`src/rtl/ahb_apb_pkg.sv`:
```
package ahb_apb_pkg;

    typedef enum logic [2:0] {
        ST_IDLE   = 3'd0,
        ST_SETUP  = 3'd1,
        ST_ACCESS = 3'd2,
        ST_DONE   = 3'd3,
        ST_ERR1   = 3'd4,
        ST_ERR2   = 3'd5
    } brg_state_t;

    // States in which a new AHB transfer may be accepted
    function automatic logic can_accept(brg_state_t s);
        return (s == ST_IDLE) || (s == ST_DONE) || (s == ST_ERR2);
    endfunction

endpackage

```
`src/rtl/apb_sel_decode.sv`:
```
module apb_sel_decode #(
    parameter int NUM_SLV = 8,
    localparam int IDX_W = $clog2(NUM_SLV)
) (
    input  logic [IDX_W-1:0]   idx,
    input  logic               en,
    output logic [NUM_SLV-1:0] sel
);
    for (genvar g = 0; g < NUM_SLV; g++) begin : g_line
        assign sel[g] = en && (idx == IDX_W'(g));
    end
endmodule

```
`src/rtl/apb_ret_mux.sv`:
```
module apb_ret_mux #(
    parameter int NUM_SLV = 8,
    parameter int DATA_W  = 32,
    localparam int IDX_W  = $clog2(NUM_SLV)
) (
    input  logic [IDX_W-1:0]          idx,
    input  logic [NUM_SLV*DATA_W-1:0] prdata,
    input  logic [NUM_SLV-1:0]        pready,
    input  logic [NUM_SLV-1:0]        pslverr,
    output logic [DATA_W-1:0]         sel_rdata,
    output logic                      sel_ready,
    output logic                      sel_err
);
    logic [NUM_SLV-1:0] hit;
    logic [DATA_W-1:0]  term [NUM_SLV];

    for (genvar g = 0; g < NUM_SLV; g++) begin : g_leg
        assign hit[g]  = (idx == IDX_W'(g));
        assign term[g] = hit[g] ? prdata[g*DATA_W +: DATA_W] : '0;
    end

    always_comb begin
        sel_rdata = '0;
        for (int i = 0; i < NUM_SLV; i++) begin
            sel_rdata = sel_rdata | term[i];
        end
    end

    assign sel_ready = |(pready & hit);
    assign sel_err   = |(pslverr & hit);
endmodule

```
`src/rtl/ahb_apb_fsm.sv`:
```
module ahb_apb_fsm
    import ahb_apb_pkg::*;
(
    input  logic clk,
    input  logic rst_n,
    input  logic start,
    input  logic sel_ready,
    input  logic sel_err,
    output logic cap_en,
    output logic rd_done,
    output logic apb_sel,
    output logic apb_en,
    output logic hrdy,
    output logic herr
);
    brg_state_t state;

    // State register with next-state selection
    always_ff @(posedge clk or negedge rst_n) begin
        if (!rst_n) begin
            state <= ST_IDLE;
        end else begin
            unique case (state)
                ST_IDLE, ST_DONE, ST_ERR2: state <= start ? ST_SETUP : ST_IDLE;
                ST_SETUP:                  state <= ST_ACCESS;
                ST_ACCESS: begin
                    if (sel_ready) state <= sel_err ? ST_ERR1 : ST_DONE;
                    else           state <= ST_ACCESS;
                end
                ST_ERR1:                   state <= ST_ERR2;
                default:                   state <= ST_IDLE;
            endcase
        end
    end

    // Outputs decoded from the current state
    always_comb begin
        cap_en  = can_accept(state) && start;
        rd_done = 1'b0;
        apb_sel = 1'b0;
        apb_en  = 1'b0;
        hrdy    = 1'b1;
        herr    = 1'b0;
        unique case (state)
            ST_IDLE, ST_DONE: ;
            ST_SETUP: begin
                apb_sel = 1'b1;
                hrdy    = 1'b0;
            end
            ST_ACCESS: begin
                apb_sel = 1'b1;
                apb_en  = 1'b1;
                hrdy    = 1'b0;
                rd_done = sel_ready;
            end
            ST_ERR1: begin
                hrdy = 1'b0;
                herr = 1'b1;
            end
            ST_ERR2: herr = 1'b1;
            default: ;
        endcase
    end

    // the access phase persists while the selected ready is low
    p_access_hold_r5: assert property (@(posedge clk) disable iff (!rst_n)
        (state == ST_ACCESS && !sel_ready) |=> (state == ST_ACCESS));

    // a completing access with an error enters the first error cycle
    p_err_entry_r10: assert property (@(posedge clk) disable iff (!rst_n)
        (state == ST_ACCESS && sel_ready && sel_err) |=> (state == ST_ERR1));
endmodule

```
`src/rtl/ahb_apb_bridge.sv`:
```
module ahb_apb_bridge #(
    parameter int ADDR_W  = 32,
    parameter int DATA_W  = 32,
    parameter int NUM_SLV = 8,
    parameter int SEL_LSB = 12
) (
    input  logic                      hclk,
    input  logic                      hresetn,
    input  logic                      hsel,
    input  logic [ADDR_W-1:0]         haddr,
    input  logic [1:0]                htrans,
    input  logic                      hwrite,
    input  logic [DATA_W-1:0]         hwdata,
    input  logic                      hready,
    output logic [DATA_W-1:0]         hrdata,
    output logic                      hreadyout,
    output logic                      hresp,
    output logic [ADDR_W-1:0]         paddr,
    output logic                      pwrite,
    output logic [DATA_W-1:0]         pwdata,
    output logic                      penable,
    output logic [NUM_SLV-1:0]        psel,
    input  logic [NUM_SLV*DATA_W-1:0] prdata,
    input  logic [NUM_SLV-1:0]        pready,
    input  logic [NUM_SLV-1:0]        pslverr
);
    localparam int IDX_W = $clog2(NUM_SLV);
    localparam int IDX_H = SEL_LSB + IDX_W - 1;

    logic              start;
    logic              cap_en;
    logic              rd_done;
    logic              apb_sel;
    logic [IDX_W-1:0]  idx;
    logic [DATA_W-1:0] sel_rdata;
    logic              sel_ready;
    logic              sel_err;

    assign start = hsel && htrans[1] && hready;
    assign idx   = paddr[IDX_H:SEL_LSB];

    // Address and direction captured at the end of the address phase
    always_ff @(posedge hclk or negedge hresetn) begin
        if (!hresetn) begin
            paddr  <= '0;
            pwrite <= 1'b0;
        end else if (cap_en) begin
            paddr  <= haddr;
            pwrite <= hwrite;
        end
    end

    // Read data registered before it returns to AHB
    always_ff @(posedge hclk or negedge hresetn) begin
        if (!hresetn)                hrdata <= '0;
        else if (rd_done && !pwrite) hrdata <= sel_rdata;
    end

    assign pwdata = hwdata;

    ahb_apb_fsm u_fsm (
        .clk       (hclk),
        .rst_n     (hresetn),
        .start     (start),
        .sel_ready (sel_ready),
        .sel_err   (sel_err),
        .cap_en    (cap_en),
        .rd_done   (rd_done),
        .apb_sel   (apb_sel),
        .apb_en    (penable),
        .hrdy      (hreadyout),
        .herr      (hresp)
    );

    apb_sel_decode #(.NUM_SLV(NUM_SLV)) u_dec (
        .idx (idx),
        .en  (apb_sel),
        .sel (psel)
    );

    apb_ret_mux #(.NUM_SLV(NUM_SLV), .DATA_W(DATA_W)) u_mux (
        .idx       (idx),
        .prdata    (prdata),
        .pready    (pready),
        .pslverr   (pslverr),
        .sel_rdata (sel_rdata),
        .sel_ready (sel_ready),
        .sel_err   (sel_err)
    );

    // never more than one subordinate selected
    p_psel_onehot_r4: assert property (@(posedge hclk) disable iff (!hresetn)
        $onehot0(psel));

    // penable only rises after a setup cycle with a select and no enable
    p_setup_first_r5: assert property (@(posedge hclk) disable iff (!hresetn)
        $rose(penable) |-> ($past(|psel) && !$past(penable)));

    // address and direction hold steady across the access phase
    p_addr_stable_r3: assert property (@(posedge hclk) disable iff (!hresetn)
        (penable && $past(penable)) |-> ($stable(paddr) && $stable(pwrite)));

    // AHB is stalled while an APB transfer is in flight
    p_stall_r8: assert property (@(posedge hclk) disable iff (!hresetn)
        (|psel) |-> !hreadyout);

    // the first error cycle is followed by the second
    p_err_pair_r10: assert property (@(posedge hclk) disable iff (!hresetn)
        (hresp && !hreadyout) |=> (hresp && hreadyout));

    // the second error cycle is always preceded by the first
    p_err_order_r10: assert property (@(posedge hclk) disable iff (!hresetn)
        (hresp && hreadyout) |-> $past(hresp && !hreadyout));
endmodule

```
`config.mk`:
```
export PLATFORM = sky130hd
export DESIGN_NAME = ahb_apb_bridge
export DESIGN_NICKNAME = d
export VERILOG_FILES = /design/src/rtl/ahb_apb_pkg.sv /design/src/rtl/apb_sel_decode.sv /design/src/rtl/apb_ret_mux.sv /design/src/rtl/ahb_apb_fsm.sv /design/src/rtl/ahb_apb_bridge.sv
export SDC_FILE = /design/constraint.sdc
export NUM_CORES = 1
export LEC_CHECK = 0
export ABC_CLOCK_PERIOD_IN_PS = 2200
export BUFFER_PORTS_ARGS = -buffer_cell sky130_fd_sc_hd__clkbuf_2
export CORE_AREA = 2 2 175 177
export CTS_BUF_LIST = sky130_fd_sc_hd__clkbuf_4
export CTS_CLUSTER_DIAMETER = 30
export DETAILED_ROUTE_END_ITERATION = 10
export DIE_AREA = 0 0 177 179
export PLACE_DENSITY_LB_ADDON = 0.25
export SYNTH_ARGS = -nofsm -noshare
export SYNTH_HDL_FRONTEND = slang
export SYNTH_SLANG_ARGS = --single-unit
```
`constraint.sdc`:
```
create_clock -name hclk -period 2.2 [get_ports hclk]
set_input_delay 0.33 -clock hclk [delete_from_list [all_inputs] [get_ports hclk]]
set_output_delay 0.33 -clock hclk [all_outputs]
set_load 0.02 [all_outputs]
```
==> out/qor.yml, run 1 <==
cells_and_area:
  nets: 1129
  final_area_um2: 7290
  drive_gt1_share_pct: 66.9
  final_cell_mix: "clkbuf_2 (379), a22oi_1 (127), dfrtp_1 (65), mux2_2 (58), nand4_1 (32)"
  layout_commonest_cell: "clkbuf_2"
  final_cells: 1188
  area_delta_synth_final_pct: 63.1
sta:
  tightest_slew_ns: 0.814
  rsz0062_at_grt: "false"
  period_needed_ns: 2.10
  finalSetupViolations: 0
  drv_slew: 0
  finalHoldViolCount: 0
  skew_ns: 0.0297
  slew_headroom_pct: 45.6
  maxClockFrequency_mhz: 476
  min_period_over_period_pct: 95.5
setup_path:
  cp_max_fo: 7
  r2r_setup_slack_ns: 0.17
  cp.required_ns: 1.87
  ff2ff_path_depth: 8
  startpoint_type: "register"
  crit_type: "register to output port"
  cp.arrival_ns: 1.77
  end_kind: "output port"
  r2r-start: "paddr[14]$_DFFE_PN0P_"
  r2r_end: "hrdata[2]$_DFFE_PN0P_"
min_path:
  min_path_type: "input port to register"
  min_path_cells: 2
  min_to: "paddr[23]$_DFFE_PN0P_"
  min_from: "haddr[23]"
die:
  rows: 64
  io_pins: 451
  start_util_pct: 14.9
  die_y_um: 179
  die-area_um2: 31700
  core_um2: 30000
  die-width_um: 177
yosys:
  synthDistinctLibCells: 37
  synth_warnings: 0
  synth_cells: 415
  synthFlopType: "dfrtp_1"
  ys_seq_elements: 68
  synthArstFlopShare_pct: 100
  postSynthAreaPerCell_um2: 10.8
  ys_seq_area_share_pct: 38.1
  syn_area_um2: 4470
  synth_edf_count: 0
  syn_nets: 758
clock_tree:
  clock_latency_ns: 0.46
  htree_levels: 3
  cts_tree: "done"
  cts_inserted_buffers: 9
  cts_buffer_depth: 2
  cts_sinks: 68
  clockRootBuffer: "clkbuf_4"
  clk_pin_slew_worst_paths_ns: 0.14
detailed_routing:
  drt_pass1_iterations: 4
  via_per_inst: 4.39
  drt_iter0_drc: 264
  wl_um: 25800
  vias: 5214
  ant_nets: 0
  drc_errors: 0
  wire_per_inst_um: 21.8
global_route:
  grt_max_degree: 45
  grt_pass1_wl_um: 34900
  grtUsageTotal_pct: 15.3
  antenna_found_initial: 3
  grt_overflow: 0
  grt_pass1_vias: 5157
placement:
  placed_area_um2: 6860
  finalWeightedCongestion: 0.773
  numPortBuffers: 385
  dp_hpwl_um: 20300
  dpl.cell_count: 1156
power:
  ir_worst_vdd_uv: 496
  power_density_nw_per_um2: 1280
  total_leakage_power_nw: 3.55
outcome:
  status: "completed"
flow_run:
  drv_cap: 0
[what timing repair did]
item	in CTS	in global routing
hold buffers	1	0
resized for setup	12	8
pin swaps	3	1
hold endpoints to repair	68	0
setup endpoints to repair	25	7
setup buffers	8	4
gates cloned	2	0
[registers in the layout (all words and copies together), names as in the netlist]
name,count
paddr,32
pwrite,1
hrdata,32
u_fsm.state,3
[logic make-up after synthesis]
| family | count (synthesis) | synth area share (%) |
|---|---|---|
| and+or+nand+nor | 64 | 9.38 |
| AOI/OAI and AO/OA | 137 | 23.1 |
| buffers and inverters | 73 | 10.4 |
| xor gates and xnor gates | 1 | 0.196 |
| DFF | 68 | 38.1 |
| muxes | 72 | 18.9 |
[metrics by stage]
stage	util (%)	worst slack [ns]	hold WS (ns)	setup TNS [ns]	power, mW
after floorplan	-	0.221	0.0344	0	5.59
after global placement	22.9	0.0134	0.156	0	7.92
after detailed placement	22.9	-0.0160	0.158	-0.0516	7.95
after CTS	24.1	0.00153	0.0322	0	9.44
after global routing	24.3	0.00886	0.0326	0	9.99
final	24.3	0.0986	0.0970	0	9.31
[layout make-up]
type                       count  area (um2)
sequential                    68        1710
clock inverter                 7        91.3
inverter                       3        11.3
tap                          396         495
antenna                        1        2.50
multi-input combinational    274        2370
clock buffer                   9        67.6
timing repair buffer         430        2540
fill                        3343       22700
[critical path, cell delays in order, from the launching register on]
cell and delay (ns):
dfrtp_2 0.47, buf_12 0.15, and3b_2 0.30, buf_12 0.12, nor2b_1 0.11, clkbuf_4 0.18
[per-layer routing]
metal  GRT usage, %  vias up  share of wire (%)
li1               -     2359                  -
met1           19.0     2533                 40
met2           26.5      299                 50
met3           4.05       21                9.0
met4           3.44        2                1.0
met5              0        -              0.050
[power by group]
| group | switching [mW] | total, mW | internal (mW) |
|---|---|---|---|
| registers | 0.340 | 2.19 | 1.85 |
| logic | 3.33 | 6.09 | 2.76 |
| clock network | 0.580 | 1.04 | 0.457 |
| total | 4.25 | 9.31 | 5.06 |
[cell usage after synthesis, types with 2 or more instances]
cell | count | area share [%]
a22oi_1 | 128 | 22
and3b_1 | 3 | 0.59
buf_2 | 10 | 1.1
buf_4 | 37 | 6.2
buf_6 | 5 | 1.3
clkbuf_1 | 18 | 1.5
dfrtp_1 | 68 | 38
inv_1 | 2 | 0.17
mux2_1 | 6 | 1.5
mux2_2 | 58 | 15
mux2i_1 | 4 | 0.90
mux4_2 | 2 | 1.0
nand2b_1 | 3 | 0.42
nand4_1 | 32 | 4.5
nor2_1 | 2 | 0.17
nor2b_1 | 8 | 1.1
nor3_1 | 6 | 0.67
nor3b_2 | 3 | 0.84
o21ai_0 | 2 | 0.22
[how the worst max path moves through the flow]
| stage | startpoint | to | slack (ns) | cells past startpoint |
|---|---|---|---|---|
| 5_1_grt | paddr[12]$_DFFE_PN0P_ | psel[7] | 0.009 | 5 |
| 6_report | paddr[14]$_DFFE_PN0P_ | psel[3] | 0.1 | 5 |
| 4_1_cts | u_fsm.state[0]$_DFF_PN0_ | psel[1] | 0.002 | 5 |
| 2_1_floorplan | paddr[12]$_DFFE_PN0P_ | psel[0] | 0.22 | 5 |
| 3_5_place_dp | paddr[14]$_DFFE_PN0P_ | hrdata[23]$_DFFE_PN0P_ | -0.02 | 5 |
| 3_3_place_gp | paddr[14]$_DFFE_PN0P_ | hrdata[24]$_DFFE_PN0P_ | 0.01 | 5 |
(Power assumes the default switching activity.)
==> run 2, diff against run 1 <==
--- a/config.mk
+++ b/config.mk
@@ -5,13 +5,14 @@
 export SDC_FILE = /design/constraint.sdc
 export NUM_CORES = 1
 export LEC_CHECK = 0
+export ABC_AREA = 1
 export ABC_CLOCK_PERIOD_IN_PS = 2200
 export BUFFER_PORTS_ARGS = -buffer_cell sky130_fd_sc_hd__clkbuf_2
-export CORE_AREA = 2 2 175 177
+export CORE_AREA = 2 2 174 176
 export CTS_BUF_LIST = sky130_fd_sc_hd__clkbuf_4
 export CTS_CLUSTER_DIAMETER = 30
 export DETAILED_ROUTE_END_ITERATION = 10
-export DIE_AREA = 0 0 177 179
+export DIE_AREA = 0 0 176 178
 export PLACE_DENSITY_LB_ADDON = 0.25
 export SYNTH_ARGS = -nofsm -noshare
 export SYNTH_HDL_FRONTEND = slang
==> out/qor.yml, run 2 <==
placement:
  finalWeightedCongestion: 0.877  # +13%
  numPortBuffers: 385  # unchanged
  dp_hpwl_um: 24000  # +18%
yosys:
  ys_seq_elements: 68  # unchanged
  synth_cells: 946  # +130%
  synth_top_cell_area_share_pct: 28.4  # -9.7 points
  synth_top_area_cell: "dfrtp_1"
  postSynthAreaPerCell_um2: 6.34  # -41%
  synthArstFlopShare_pct: 100  # unchanged
  synthTopCellsByArea: "dfrtp_1 (28%), nand4_1 (24%), nand2_1 (18%)"
  synthDistinctLibCells: 22  # -41%
  synth.top_cells.by_count: "nand2_1 (289), nand4_1 (227), nand3_1 (102)"
  synth_warnings: 0  # unchanged
  synth_edf_count: 0  # unchanged
  ys_seq_area_share_pct: 28.4  # -9.7 points
  syn_nets: 1289  # +70%
  yosysMostFrequentCell: "nand2_1"
  syn_area_um2: 6000  # +34%
  synthFlopType: "dfrtp_1"
setup_path:
  crit_type: "register to output port"
  cp.required_ns: 1.87  # about the same
  cp.arrival_ns: 1.82  # +0.05 ns
  cp_max_fo: 13  # +6
  startpoint_type: "register"
  end_kind: "output port"
clock_tree:
  htree_levels: 3  # unchanged
  cts_inserted_buffers: 9  # unchanged
  clockRootBuffer: "clkbuf_4"
  cts_buffer_depth: 2  # unchanged
  clock_latency_ns: 0.45  # about the same
  clk_pin_slew_worst_paths_ns: 0.15  # about the same
  cts_sinks: 68  # unchanged
  cts_tree: "done"
global_route:
  grtUsageTotal_pct: 19.2  # +3.9 points
  grt_overflow: 0  # unchanged
  grt_max_degree: 98  # +120%
  grt_pass1_wl_um: 45400  # +30%
  antenna_found_initial: 0  # -3
  grt_pass1_vias: 7516  # +46%
cells_and_area:
  area_delta_synth_final_pct: 38.3
  final_cell_mix: "clkbuf_2 (380), nand2_1 (289), nand4_1 (227), nand3_1 (101), nor2_1 (79)"
  drive_gt1_share_pct: 36.4  # -30 points
  layout_commonest_cell: "clkbuf_2"
  reg.largest.list: "hrdata x32, paddr x32, u_fsm.state x3"
  nets: 1583  # +40%
die:
  core_um2: 29400  # -2.1%
  die-area_um2: 31300  # -1.1%
  start_util_pct: 20.4  # +5.5 points
  die-width_um: 176  # -0.56%
  die_y_um: 178  # -0.56%
  rows: 63  # -1.6%
  io_pins: 451  # unchanged
sta:
  drv_slew: 0  # unchanged
  skew_ns: 0.0179  # -0.0118 ns
  maxClockFrequency_mhz: 465  # -2.3%
  period_needed_ns: 2.15  # +0.0492 ns
  tightest_slew_ns: 0.726  # -0.0882 ns
  min_period_over_period_pct: 97.8  # +2.2 points
  finalHoldViolCount: 0  # unchanged
  holdWs_ns: 0.0851  # -0.0119 ns
  rsz0062_at_grt: "true"
  slew_headroom_pct: 51.4  # +5.8 points
  finalSetupViolations: 0  # unchanged
detailed_routing:
  wire_per_inst_um: 19.6  # -10%
  ant_nets: 0  # unchanged
  via_per_inst: 4.89  # +11%
  drt_iter0_drc: 463  # +75%
  wl_um: 32000  # +24%
  drt_pass1_iterations: 5  # +1
  vias: 8000  # +53%
  drc_errors: 0  # unchanged
power:
  total_leakage_power_nw: 4.73  # +34%
  power_density_nw_per_um2: 1380  # +8.3%
  totalPowerFinal_mw: 11.5  # +23%
  ir_worst_vdd_uv: 737  # +49%
min_path:
  min_path_type: "input port to register"
flow_run:
  drv_cap: 0  # unchanged
outcome:
  status: "completed"
[run 2: cell type report]
class / count / area [um2]
diodes: 1 / 2.50
repair buffers: 417 / 2360
flip-flops and latches: 68 / 1710
fillers: 3333 / 21100
inverters: 19 / 75.1
clock buffers: 9 / 67.6
well taps: 390 / 488
multi-input cells: 725 / 3510
clock inverters: 7 / 80.1
[run 2: stage by stage]
step / setup TNS, ns / cells / utilization, % / area (um2) / worst slack, ns
final: 0 / 1636 / 28.2 / 8290 / 0.0495
after global routing: -0.0926 / 1635 / 28.2 / 8290 / -0.0519
after CTS: 0 / 1632 / 28.0 / 8230 / 0.00283
after detailed placement: 0 / 1611 / 27.2 / 7980 / 0.220
after global placement: 0 / 1611 / 27.2 / 7980 / 0.245
after floorplan: 0 / 946 / - / 6000 / 0.0741
[run 2: metal layers]
metal	track usage, %	up-vias	part of all wire (%)
li1	-	3885	-
met2	35.2	359	51
met4	7.51	0	3.8
met1	21.8	3695	39
met3	4.16	61	6.8
met5	0	-	0
[run 2: logic make-up (layout without fill, tap and decap cells)]
| logic type | Yosys count | in the layout | synth area share (%) |
|---|---|---|---|
| AO/OA/AOI/OAI | 18 | 18 | 1.56 |
| buffers and inverters | 153 | 452 | 13.5 |
| flip-flops | 68 | 68 | 28.4 |
| other | 0 | 1 | 0 |
| AND/OR/NAND/NOR | 707 | 707 | 56.6 |
[run 2: repair_timing]
action / in CTS / in global routing
endpoints found under the hold margin: 24 / 0
setup endpoints to repair: 7 / 8
setup buffers: 3 / 2
gates cloned: 1 / 1
resized for setup: 6 / 9
hold buffers: 1 / 0
[run 2: worst max-delay path: stages (launching register included)]
cell,delay [ns]
dfrtp_4,0.54
inv_2,0.24
nand3_1,0.21
nor2_1,0.18
clkbuf_2,0.20
[run 2: path summary, 6_finish.rpt]
kind / from / end / slack (ns) / cells after the start
worst min-delay path: haddr[2] / paddr[2]$_DFFE_PN0P_ / 0.09 / 3
max in group asynchronous: hresetn / hrdata[23]$_DFFE_PN0P_ / 1.29 / 3
worst max register to register: paddr[13]$_DFFE_PN0P_ / u_fsm.state[1]$_DFF_PN0_ / 0.25 / 10
min in group asynchronous: hresetn / paddr[4]$_DFFE_PN0P_ / 0.36 / 2
worst max-delay path: paddr[13]$_DFFE_PN0P_ / psel[5] / 0.05 / 4
worst min register to register: paddr[16]$_DFFE_PN0P_ / paddr[16]$_DFFE_PN0P_ / 0.49 / 2
[run 2: where the power goes]
| group | total, mW | switching (mW) | internal [mW] |
|---|---|---|---|
| Clock | 0.916 | 0.555 | 0.361 |
| Sequential | 2.24 | 0.382 | 1.86 |
| Combinational | 8.33 | 5.94 | 2.39 |
==> run 3, diff against run 2 <==
--- a/config.mk
+++ b/config.mk
@@ -14,6 +14,7 @@
 export DETAILED_ROUTE_END_ITERATION = 10
 export DIE_AREA = 0 0 176 178
 export PLACE_DENSITY_LB_ADDON = 0.25
+export REMOVE_ABC_BUFFERS = 1
 export SYNTH_ARGS = -nofsm -noshare
 export SYNTH_HDL_FRONTEND = slang
 export SYNTH_SLANG_ARGS = --single-unit
==> out/qor.yml, run 3 (synthesis results as in run 2) <==
sta:
  drv_slew: 0  # unchanged
  min_period_over_period_pct: 95.0  # -2.8 points
  period_needed_ns: 2.09  # -0.0616 ns
  slew_headroom_pct: 57.7  # +6.3 points
  finalHoldViolCount: 0  # unchanged
  tightest_slew_ns: 0.635  # -0.0914 ns
  rsz0062_at_grt: "true"
  skew_ns: 0.0185  # +0.000549 ns
  maxClockFrequency_mhz: 479  # +2.9%
  finalSetupViolations: 0  # unchanged
placement:
  finalWeightedCongestion: 0.832  # -5.1%
  dp_hpwl_um: 22900  # -4.5%
  numPortBuffers: 385  # unchanged
die:
  io_pins: 451  # unchanged
  die_y_um: 178  # unchanged
  start_util_pct: 20.4  # unchanged
  die-width_um: 176  # unchanged
  rows: 63  # unchanged
  core_um2: 29400  # unchanged
  die-area_um2: 31300  # unchanged
setup_path:
  cp_max_fo: 27  # +14
  cp.arrival_ns: 1.76  # -0.06 ns
  startpoint_type: "register"
  end_kind: "output port"
  crit_type: "register to output port"
  cp.required_ns: 1.87  # about the same
detailed_routing:
  drt_iter0_drc: 372  # -20%
  wire_per_inst_um: 18.7  # -4.3%
  drc_errors: 0  # unchanged
  via_per_inst: 4.81  # -1.6%
  vias: 7931  # -0.86%
  wl_um: 30800  # -3.6%
  drt_pass1_iterations: 5  # unchanged
  ant_nets: 0  # unchanged
clock_tree:
  cts_tree: "done"
  cts_buffer_depth: 2  # unchanged
  clock_latency_ns: 0.46  # about the same
  clk_pin_slew_worst_paths_ns: 0.14  # about the same
  cts_inserted_buffers: 9  # unchanged
  clockRootBuffer: "clkbuf_4"
  htree_levels: 3  # unchanged
  cts_sinks: 68  # unchanged
power:
  power_density_nw_per_um2: 1350  # -2.5%
  ir_worst_vdd_uv: 566  # -23%
  totalPowerFinal_mw: 11.2  # -2.0%
  total_leakage_power_nw: 4.77  # +0.80%
global_route:
  grt_pass1_wl_um: 44700  # -1.4%
  grt_overflow: 0  # unchanged
  grt_max_degree: 90  # -8.2%
  antenna_found_initial: 1  # +1
  grt_pass1_vias: 7696  # +2.4%
  grtUsageTotal_pct: 18.8  # -0.45 points
cells_and_area:
  fin_util_pct: 28.3  # +0.14 points
  layout_commonest_cell: "clkbuf_2"
  drive_gt1_share_pct: 36.9  # +0.53 points
  final_cell_mix: "clkbuf_2 (380), nand2_1 (289), nand4_1 (227), nand3_1 (100), nor2_1 (79)"
  nets: 1595  # +0.76%
  fill_cells: 3339  # +0.18%
  reg.largest.list: "hrdata x32, paddr x32, u_fsm.state x3"
  area_delta_synth_final_pct: 38.9
outcome:
  status: "completed"
min_path:
  min_path_type: "input port to register"
flow_run:
  drv_cap: 0  # unchanged
[run 3: critical path, cell delays in order (launching register included)]
cell and delay [ns]:
dfrtp_4 0.54, buf_4 0.25, nor4_1 0.30, buf_2 0.21
[run 3: routing by layer]
layer	wire length [um]	vias up	global-route usage, %
met3	2480	32	6.24
met1	13000	3658	23.4
met5	137	-	3.37
met2	14700	319	31.0
met4	510	2	4.51
li1	-	3920	-
[run 3: area by class of cell]
cell class              instances  area, um2  share of cell area, %
well taps                     390        488                   5.85
repair buffers                429       2410                   28.9
inverters                      19       76.3                  0.916
clock buffers                  10       75.1                  0.901
multi-input cells             725       3500                   42.0
flip-flops and latches         68       1710                   20.6
clock inverters                 6       63.8                  0.766
diodes                          1       2.50                 0.0300
[run 3: worst paths after layout]
check / from / to / slack, ns / depth (start not counted)
hold / removal: haddr[9] / paddr[9]$_DFFE_PN0P_ / 0.08 / 3
min in group asynchronous: hresetn / hrdata[0]$_DFFE_PN0P_ / 0.45 / 2
setup reg to reg: paddr[12]$_DFFE_PN0P_ / u_fsm.state[1]$_DFF_PN0_ / 0.30 / 10
setup / recovery: paddr[14]$_DFFE_PN0P_ / psel[1] / 0.11 / 3
hold reg to reg: paddr[25]$_DFFE_PN0P_ / paddr[25]$_DFFE_PN0P_ / 0.49 / 2
max in group asynchronous: hresetn / paddr[5]$_DFFE_PN0P_ / 1.16 / 3
[run 3: timing repair]
item / CTS / global route
gates cloned: 1 / 0
hold buffers: 1 / 0
buffers inserted: 3 / 3
gates resized for setup: 7 / 11
hold endpoints to repair: 40 / 0
pin swaps: 0 / 1
endpoints found under the setup margin: 7 / 7
[run 3: report_power, final]
part           switching [mW]  internal [mW]  total (mW)
Sequential              0.394           1.86        2.25
Combinational            5.57           2.49        8.06
Clock                   0.577          0.359       0.936
[run 3: per-stage QoR]
stage / setup slack (ns) / TNS, ns / cells / instance area (um2) / hold WS, ns
floorplan: -3.41 / -146.80 / 812 / 5260 / 0.0344
global placement: 0.403 / 0 / 1623 / 8050 / 0.405
detailed placement: 0.412 / 0 / 1623 / 8050 / 0.407
CTS: 0.00465 / 0 / 1644 / 8280 / 0.0300
global route: -0.0241 / -0.0758 / 1648 / 8330 / 0.0294
finish: 0.111 / 0 / 1648 / 8330 / 0.0801
